--- src/rtl/tmb_pkg.sv ---
package tmb_pkg;
  // number of payload words in one message; fixes the strobe struct width
  localparam int unsigned TMB_WORDS = 4;

  // control-to-datapath write strobes
  typedef struct packed {
    logic [TMB_WORDS-1:0] dataWe;
    logic                 tagWe;
  } tmbStrobe_t;
endpackage

--- src/rtl/tmb_ctrl.sv ---
module tmb_ctrl
  import tmb_pkg::*;
#(
  parameter int unsigned ADDR_W   = 8,
  parameter int unsigned WORD_W   = 32,
  parameter int unsigned TAG_OFS  = 'h40,
  parameter int unsigned DATA_OFS = 'h48,
  parameter int unsigned STRIDE   = 4
) (
  input  logic              clk,
  input  logic              rstN,
  input  logic              wrEn,
  input  logic [ADDR_W-1:0] wrAddr,
  input  logic [WORD_W-1:0] wrData,
  input  logic              isFull,
  output tmbStrobe_t        strobe,
  output logic              overwriteErr,
  output logic              orderErr
);
  localparam int unsigned FLAG_BIT = WORD_W - 1;

  logic [TMB_WORDS-1:0] writtenMask;
  logic                 publishing;
  logic                 payloadHit;

  // address decode into strobes
  always_comb begin
    strobe.tagWe = wrEn && (wrAddr == ADDR_W'(TAG_OFS));
    for (int i = 0; i < TMB_WORDS; i++) begin
      strobe.dataWe[i] = wrEn && (wrAddr == ADDR_W'(DATA_OFS + i * STRIDE));
    end
  end

  assign publishing = strobe.tagWe && wrData[FLAG_BIT];
  assign payloadHit = |strobe.dataWe;

  // ordering tracker and sticky protocol flags
  always_ff @(posedge clk) begin
    if (!rstN) begin
      writtenMask  <= '0;
      overwriteErr <= 1'b0;
      orderErr     <= 1'b0;
    end else begin
      if (strobe.tagWe) begin
        writtenMask <= '0;
        if (publishing && (writtenMask != {TMB_WORDS{1'b1}})) begin
          orderErr <= 1'b1;
        end
      end else begin
        writtenMask <= writtenMask | strobe.dataWe;
      end
      if (payloadHit && isFull && (wrData != '0)) begin
        overwriteErr <= 1'b1;
      end
    end
  end
endmodule

--- src/rtl/tmb_datapath.sv ---
module tmb_datapath
  import tmb_pkg::*;
#(
  parameter int unsigned ADDR_W   = 8,
  parameter int unsigned WORD_W   = 32,
  parameter int unsigned TAG_OFS  = 'h40,
  parameter int unsigned DATA_OFS = 'h48,
  parameter int unsigned STRIDE   = 4
) (
  input  logic              clk,
  input  logic              rstN,
  input  tmbStrobe_t        strobe,
  input  logic [WORD_W-1:0] wrData,
  input  logic [ADDR_W-1:0] rdAddr,
  output logic [WORD_W-1:0] rdData,
  output logic              isFull
);
  localparam int unsigned FLAG_BIT = WORD_W - 1;

  logic [WORD_W-1:0] payload [TMB_WORDS];
  logic [WORD_W-1:0] tagReg;

  for (genvar g = 0; g < TMB_WORDS; g++) begin : gWord
    always_ff @(posedge clk) begin
      if (!rstN) begin
        payload[g] <= '0;
      end else if (strobe.dataWe[g]) begin
        payload[g] <= wrData;
      end
    end
  end

  always_ff @(posedge clk) begin
    if (!rstN) begin
      tagReg <= '0;
    end else if (strobe.tagWe) begin
      tagReg <= wrData;
    end
  end

  assign isFull = tagReg[FLAG_BIT];

  // read mux, unmapped offsets return zero
  always_comb begin
    rdData = '0;
    if (rdAddr == ADDR_W'(TAG_OFS)) begin
      rdData = tagReg;
    end
    for (int i = 0; i < TMB_WORDS; i++) begin
      if (rdAddr == ADDR_W'(DATA_OFS + i * STRIDE)) begin
        rdData = payload[i];
      end
    end
  end
endmodule

--- src/rtl/tagged_mailbox.sv ---
module tagged_mailbox
  import tmb_pkg::*;
#(
  parameter int unsigned ADDR_W   = 8,
  parameter int unsigned WORD_W   = 32,
  parameter int unsigned TAG_OFS  = 'h40,
  parameter int unsigned DATA_OFS = 'h48,
  parameter int unsigned STRIDE   = 4
) (
  input  logic              clk,
  input  logic              rstN,
  input  logic              wrEn,
  input  logic [ADDR_W-1:0] wrAddr,
  input  logic [WORD_W-1:0] wrData,
  input  logic [ADDR_W-1:0] rdAddr,
  output logic [WORD_W-1:0] rdData,
  output logic              fullCond,
  output logic              emptyCond,
  output logic              overwriteErr,
  output logic              orderErr
);
  tmbStrobe_t strobe;
  logic       isFull;

  tmb_ctrl #(
    .ADDR_W(ADDR_W), .WORD_W(WORD_W), .TAG_OFS(TAG_OFS),
    .DATA_OFS(DATA_OFS), .STRIDE(STRIDE)
  ) uCtrl (
    .clk(clk), .rstN(rstN), .wrEn(wrEn), .wrAddr(wrAddr), .wrData(wrData),
    .isFull(isFull), .strobe(strobe),
    .overwriteErr(overwriteErr), .orderErr(orderErr)
  );

  tmb_datapath #(
    .ADDR_W(ADDR_W), .WORD_W(WORD_W), .TAG_OFS(TAG_OFS),
    .DATA_OFS(DATA_OFS), .STRIDE(STRIDE)
  ) uData (
    .clk(clk), .rstN(rstN), .strobe(strobe), .wrData(wrData),
    .rdAddr(rdAddr), .rdData(rdData), .isFull(isFull)
  );

  assign fullCond  = isFull;
  assign emptyCond = ~isFull;
endmodule

--- config.mk ---
export PLATFORM = sky130hd
export DESIGN_NAME = tagged_mailbox
export DESIGN_NICKNAME = d
export VERILOG_FILES = /design/src/rtl/tmb_pkg.sv /design/src/rtl/tmb_ctrl.sv /design/src/rtl/tmb_datapath.sv /design/src/rtl/tagged_mailbox.sv
export SDC_FILE = /design/constraint.sdc
export NUM_CORES = 1
export LEC_CHECK = 0
export ABC_AREA = 1
export CAP_MARGIN = 20
export CELL_PAD_IN_SITES_DETAIL_PLACEMENT = 0
export CELL_PAD_IN_SITES_GLOBAL_PLACEMENT = 1
export CORE_MARGIN = 2
export CORE_UTILIZATION = 40
export DETAILED_ROUTE_END_ITERATION = 8
export MAX_ROUTING_LAYER = met4
export PLACE_DENSITY_LB_ADDON = 0.05
export SLEW_MARGIN = 15
export SYNTH_ARGS = -nofsm -noshare
export SYNTH_HDL_FRONTEND = slang
export SYNTH_SLANG_ARGS = --single-unit
--- constraint.sdc ---
create_clock -name clk -period 2.7 [get_ports clk]
set_input_delay 0.54 -clock clk [delete_from_list [all_inputs] [get_ports clk]]
set_output_delay 0.54 -clock clk [all_outputs]
set_load 0.005 [all_outputs]
======== Yosys cells after proc, flatten, opt, wreduce, memory -nomap -nowiden ========
Memories as Yosys holds them, arrays and structs flattened.
Cells that the tools add are included.
word-level totals
  input bits .............................. 51
  logic and storage cells ................. 58
  RAM bits ................................ 128
  memories kept ........................... 1
  output and inout bits ................... 36
  flip-flop bits (word level) ............. 38
memory list
  name           words  width  read ports  clocked after memory_dff  wr ports  RTL line            text
  uData.payload  4      32     4           0                         4         tmb_datapath.sv:20  logic [WORD_W-1:0] payload [TMB_WORDS];
cells by class
  equality and inequality tests ........... 11
  mux-type cells .......................... 22
  reductions and logical operators ........ 13
  bitwise gates (word level) .............. 7
operators by type and width
  operator                                                               count
  32-bit 2-to-1 mux                                                      9
  8-bit by 7-bit equality test with 1-bit output, second input constant  10
  32-bit nonzero test                                                    1
  1-bit 2-to-1 mux                                                       13
  1-bit logical AND                                                      9
  4-bit inequality test, second input constant                           1
  1-bit bitwise OR                                                       4
  4-bit bitwise OR                                                       1
  4-bit OR reduction                                                     1
  1-bit inverter                                                         2
  2-bit AND reduction                                                    1
  2-bit OR reduction                                                     1

======== Longest topological paths before layout ========
Gate-level depths: netlist of the first run.
  word-level depth ........................ 6
  mapped depth ............................ 9
  mapped depth without buffers ............ 8

======== By module ========
From an unflattened synthesis of the first run, not the netlist that was laid out.
unflattened totals
  cells, all modules ...................... 843
  area total of the unflattened synthesis .. 7,507.2 um2
by module, submodules not included
  module          seq. area each (um2)  cells each  area each (um2)  times used
  tmb_datapath    4,484.3               750         7,031.7          1
  tmb_ctrl        120.1                 92          471.7            1
  tagged_mailbox  0.0                   1           3.8              1

======== Worst setup path after synthesis of the first run ========
Ideal clock, no wire load.
  kind .................................... input -> register
  from .................................... input wrEn
  to ...................................... memory uData.payload[2][0] (enable)
  buffers on the path ..................... 0
  data required time ...................... 2,311 ps
  slack ................................... 600 ps
  arrival ................................. 1,710 ps
  stages .................................. 6
  setup time .............................. 389 ps
  path through ............................ inv_1 > nor2_2 > nand2_1 > nor2_1 > nand2_1 > nand2_1
RTL lines
  what         RTL line              text
  from (decl)  tagged_mailbox.sv:12  input logic wrEn,
  to (decl)    tmb_datapath.sv:20

======== Worst setup path in the final report of the first run ========
  from .................................... input rdAddr[4]
  to ...................................... output rdData[26]
between the ends
  word-level cells in the longest chain between the ends .. 6
  elaborated cells on any way between the ends .. 10
  those cells by class .................... 5 x eq/ne; 5 x mux
ends and longest elaborated chain
  what                                            RTL line              text
  from (decl)                                     tagged_mailbox.sv:15  input logic [ADDR_W-1:0] rdAddr,
  8-bit by 7-bit equality test with 1-bit output  tmb_datapath.sv:46    if (rdAddr == ADDR_W'(TAG_OFS)) begin
  32-bit 2-to-1 mux                               tmb_datapath.sv:46
  32-bit 2-to-1 mux (3 in a row)                  tmb_datapath.sv:50    if (rdAddr == ADDR_W'(DATA_OFS + i * STRIDE)) begin
  32-bit 2-to-1 mux (*)                           tmb_datapath.sv:50
  to (decl)                                       tagged_mailbox.sv:16  output logic [WORD_W-1:0] rdData,
Mark *: on every way between the ends. The rest lies on a longest branch, timed or not.

==> results of run 1 <==
[synthesized netlist by cell type (all sizes together)]
cell type | instances | area [um^2]
o21ai | 32 | 160.1
o31ai | 1 | 7.510
and2 | 1 | 6.260
nand4 | 3 | 18.77
edfxtp | 128 | 3844
nor2 | 228 | 868.3
nand3 | 69 | 345.3
buf | 24 | 146.4
nand3b | 1 | 7.510
nand2 | 158 | 593.1
nor3b | 1 | 7.510
a21oi | 35 | 175.2
nor3 | 2 | 21.27
o22ai | 1 | 6.260
and3 | 1 | 6.260
dfxtp | 38 | 760.7
inv | 81 | 304.0
clkbuf | 18 | 68.81
[logic make-up after synthesis]
family	Yosys count
AND/OR/NAND/NOR	464
AO/OA/AOI/OAI	69
flip-flops	166
buffers and inverters	123
[layout make-up]
type | instances | area share
multi-input combinational | 533 | 0.2354
timing repair buffer | 155 | 0.1686
tap | 229 | 0.02953
clock inverter | 15 | 0.01677
sequential | 166 | 0.4746
clock buffer | 17 | 0.04385
inverter | 81 | 0.03134
[power breakdown]
part / internal (W) / switching [W] / total, W
combinational: 0.000118 / 0.000179 / 0.000297
sequential: 0.00284 / 0.0000260 / 0.00287
clock: 0.00144 / 0.000975 / 0.00242
total: 0.00440 / 0.00118 / 0.00558
[through the flow]
stage	util	TNS, ns	cell area (um^2)	total power, W	worst slack (ns)
CTS	0.5381	0	9666	0.005622	0.07540
global placement	0.4847	-9.347	8707	0.003204	-0.3340
global route	0.5401	-0.01613	9702	0.005760	-0.01212
finish	0.5401	0	9702	0.005581	0.05421
detailed placement	0.4847	-9.710	8707	0.003211	-0.3422
floorplan	-	0	7347	0.003025	0.6002
[worst max-delay path: stages]
cell,delay [ns]
dlygate4sd2_1,0.26
nor2_2,0.14
nand3_2,0.11
inv_2,0.08
nand4_1,0.11
buf_6,0.18
buf_12,0.13
buf_16,0.13
buf_12,0.14
nor2_4,0.07
nor2_1,0.04
nand3_1,0.07
buf_2,0.11
[repair_timing]
action                     CTS  global route
setup endpoints to repair   32            28
gates resized for setup    142             8
gates cloned                 3             0
setup buffers               28             3
pin swaps                   17             6
[sequential cells by signal (all words and copies together), names as in the netlist]
name,flops
uCtrl.writtenMask,4
uData.tagReg,32
uCtrl.orderErr,1
uCtrl.overwriteErr,1
uData.payload,128
[worst paths after layout]
check	start	end	slack, ns	depth (start not counted)
worst max-delay path	rdAddr[4]	rdData[26]	0.05	13
worst min-delay path	uCtrl.overwriteErr	uCtrl.overwriteErr	0.47	2
worst min register to register	uCtrl.overwriteErr	uCtrl.overwriteErr	0.47	2
worst max register to register	uData.tagReg[31]	uCtrl.overwriteErr	1.88	4
[routing by layer]
metal / part of all wire / vias up / GRT usage / routed length, um
li1: - / 2926 / - / -
met1: 0.44 / 2832 / 0.2982 / 9393
met2: 0.50 / 165 / 0.3849 / 10770
met3: 0.046 / 25 / 0.03510 / 993
met4: 0.015 / 0 / 0.06486 / 316
met5: 0 / - / - / 0
==> flow_summary.toml, run 1 <==
[setup_path]
crit_fanout = 8
start_kind = "input port"
end_kind = "output port"
crit_required_ns = 2.16
path_class = "in2out"
arrival_ns = 2.11

[cells_and_area]
diodes = 0
drive_gt1_frac = 0.1458
seqCellArea_um2 = 4604
fin_nets = 1005
final_common_cell = "nor2_1"
syn_to_final_growth_pct = 32.05
most-common-layout-cells = "nor2_1, nand2_1, edfxtp_1"
multi_input_area_um2 = 2283
finalNonFillerCells = 1196
num-fill-cells = 1646

[clock_network]
numCtsBuffers = 17
clockBufferDepth = 2
cts_hold_buf = 0
cts.clk_slew.worst_paths_ns = 0.06
clock-sinks = 166
clock-root-buffer = "clkbuf_16"
cts_tree = "built"
clk_latency_ns = 0.42
h-tree-depth = 4

[grt]
grt_pass1_vias = 5682
grt_pass1_wl_mm = 32.98
grt_overflow_total = 0
grt_max_degree = 63
grt_usage = 0.2321
grt_antenna_before_repair = 0

[synth]
synth-adder-area-share = 0
synth_seq_cells = 166
post_synth.cell_area_avg_um2 = 8.938
synth_nets = 873
post_synth_and_or_nand_nor_area_fraction = 0.2551
netlist_instances = 822
ys_types = 26
synth-compound-area-share = 0.04751
yosysSeqAreaShare = 0.6267
syn-cell-area_um2 = 7347
yosys-mux-area-fraction = 0
synth_xor_area_frac = 0
synth_top_family_by_area = "simple AND/OR/NAND/NOR gates"
ys_warn_count = 0

[floorplanning]
coreArea_um2 = 17960
die_height_um = 139.5
start_util = 0.4090
die_w_um = 139.5
die_area_um2 = 19470
pin_count = 87
num_rows = 49

[placement]
place.detailed.hpwl_mm = 12.43
port_buffers = 86
gp_congestion = 0.7597
dp.cells = 1130

[detailed_routing]
vias = 5948
via_per_inst = 4.973
antenna_left = 0
routedWlPerCell_um = 17.96
drt_iter0_drc = 347
drc_errors = 0
routed_wl_mm = 21.48
first_pass_iters = 5

[timing]
post-route-period-util = 0.9799
max_freq_mhz = 378.0
slew_headroom = 0.6599
whs_ns = 0.4651
drv_slew = 0
finalHoldViolations = 0
tightest_slew_ns = 0.5086
skew_ns = 0.002173
fin_crit_ns = 2.646
setup_viol = 0

[pwr]
powerDensity_nw_per_um2 = 575.3
power_leakage_nw = 4.228
ir_drop_v = 0.0004481

[job]
drv_cap = 0

[status]
status = "complete, no violations"

[hold_path]
hold_class = "reg2reg"
Note: power is estimated with default switching activity, not from simulation.
==> run 2, diff against run 1 <==
--- a/config.mk
+++ b/config.mk
@@ -6,14 +6,14 @@
 export NUM_CORES = 1
 export LEC_CHECK = 0
 export ABC_AREA = 1
-export CAP_MARGIN = 20
+export CAP_MARGIN = 15
 export CELL_PAD_IN_SITES_DETAIL_PLACEMENT = 0
 export CELL_PAD_IN_SITES_GLOBAL_PLACEMENT = 1
 export CORE_MARGIN = 2
 export CORE_UTILIZATION = 40
 export DETAILED_ROUTE_END_ITERATION = 8
 export MAX_ROUTING_LAYER = met4
-export PLACE_DENSITY_LB_ADDON = 0.05
+export PLACE_DENSITY_LB_ADDON = 0.1
 export SLEW_MARGIN = 15
 export SYNTH_ARGS = -nofsm -noshare
 export SYNTH_HDL_FRONTEND = slang
==> run 2 against run 1 <==
Compared with the run above: final cell count decreased by 1.2%; sequential power about the same; critical path depth decreased by 1; critical endpoint is now rdData[4]; clock-buffer cell count unchanged; first-iteration DRC count increased by 35%; highest routed layer unchanged.
==> flow_summary.toml, run 2 (synthesis gave the netlist of run 1 again) <==
[grt]
grt_pass1_wl_mm = 31.91
grt_overflow_total = 0
grt_pass1_vias = 5554
grt_antenna_before_repair = 0
grt_usage = 0.2256
grt_max_degree = 63

[clock_network]
cts_tree = "built"
clockBufferDepth = 2
h-tree-depth = 4
clk_latency_ns = 0.42
clock-root-buffer = "clkbuf_16"
numCtsBuffers = 17
clock-sinks = 166
cts_hold_buf = 0
cts.clk_slew.worst_paths_ns = 0.06

[timing]
fin_crit_ns = 2.635
setup_viol = 0
max_freq_mhz = 379.5
slew_headroom = 0.6687
post-route-period-util = 0.9759
whs_ns = 0.4499
rsz0062_at_grt = "false"
drv_slew = 0
tightest_slew_ns = 0.4954
finalHoldViolations = 0
skew_ns = 0.002082

[status]
status = "complete, no violations"

[placement]
port_buffers = 86
place.detailed.hpwl_mm = 11.57
placed_area_um2 = 8660
gp_congestion = 0.8433

[setup_path]
cp-startpoint = "rdAddr[1]"
start_kind = "input port"
arrival_ns = 2.09
crit_fanout = 9
end_kind = "output port"
r2r-start = "uData.tagReg[31]"
crit_required_ns = 2.16
path_class = "in2out"

[cells_and_area]
largest_reg_flops = 128
utilization = 0.5349
final_common_cell = "nor2_1"
drive_gt1_frac = 0.1333
final_area_um2 = 9609
syn_to_final_growth_pct = 30.79
diodes = 0
most-common-layout-cells = "nor2_1, nand2_1, edfxtp_1"
fin_nets = 991
top_register = "uData.payload"
top_regs = "uData.payload x128, uData.tagReg x32, uCtrl.writtenMask x4"

[pwr]
powerDensity_nw_per_um2 = 572.3
clkPwrFrac = 0.427
intPower_w = 0.004246
power_leakage_nw = 4.141
finalPower_w = 0.005499
combinationalPowerShare = 0.052
swShare = 0.2278
ir_drop_v = 0.0004403
seqPwrFrac = 0.521
switchingPower_w = 0.001253

[detailed_routing]
antenna_left = 0
drc_errors = 0
via_per_inst = 5.014
first_pass_iters = 6
vias = 5927
drt_iter0_drc = 468
routed_wl_mm = 20.81
routedWlPerCell_um = 17.61

[floorplanning]
pin_count = 87
die_w_um = 139.5
start_util = 0.4090
coreArea_um2 = 17960
die_height_um = 139.5
die_area_um2 = 19470
num_rows = 49

[hold_path]
min_from = "uCtrl.overwriteErr"
hold_class = "reg2reg"

[job]
drv_cap = 0
-- run 2: repair_timing --
item,CTS,global route
setup endpoints to repair,32,14
gates cloned,7,0
pin swaps,12,4
gates resized for setup,133,10
buffers inserted,23,0
-- run 2: path summary, 6_finish.rpt --
path	to	slack [ns]	depth (start not counted)
setup / recovery	rdData[4]	0.07	12
hold reg to reg	uCtrl.overwriteErr	0.45	2
setup reg to reg	uCtrl.overwriteErr	1.88	4
hold / removal	uCtrl.overwriteErr	0.45	2
-- run 2: worst max-delay path, stage by stage --
cell           delay [ns]
dlygate4sd2_1        0.23
nor2_2               0.14
buf_4                0.13
buf_4                0.09
nand4_1              0.09
buf_6                0.15
buf_4                0.14
buf_6                0.14
nor2_1               0.10
nor2_1               0.05
nand3_1              0.06
dlygate4sd2_1        0.23
-- run 2: cell type report --
class | instances | area (um^2)
clock buffers | 17 | 425.4
clock inverters | 15 | 147.6
fillers | 1647 | 8354
inverters | 81 | 304.0
multi-input cells | 533 | 2268
flip-flops and latches | 166 | 4604
well taps | 229 | 286.5
repair buffers | 141 | 1573
-- run 2: routing by layer --
layer | global-route usage | routed length (um) | share of wire | vias to the layer above
met5 | - | 0 | 0 | -
met4 | 0.06167 | 327 | 0.016 | 0
met3 | 0.04370 | 1334 | 0.064 | 23
met2 | 0.3540 | 9956 | 0.48 | 196
met1 | 0.3017 | 9195 | 0.44 | 2819
li1 | - | - | - | 2889
-- run 2: power by group through the flow --
| stage | Clock (W) | Sequential [W] | Combinational (W) |
|---|---|---|---|
| floorplan | 0 | 0.00292 | 0.000107 |
| global placement | 0 | 0.00292 | 0.000280 |
| detailed placement | 0 | 0.00292 | 0.000281 |
| CTS | 0.00238 | 0.00287 | 0.000287 |
| global route | 0.00250 | 0.00287 | 0.000311 |
| finish | 0.00235 | 0.00287 | 0.000285 |
-- run 2: stage by stage --
stage / setup TNS [ns] / setup WS [ns] / cells
final: 0 / 0.06513 / 1182
after global routing: 0 / 0.005599 / 1182
after CTS: 0 / 0.07070 / 1183
after detailed placement: -9.289 / -0.3394 / 1122
after global placement: -8.779 / -0.3190 / 1122
after floorplan: 0 / 0.6002 / 822
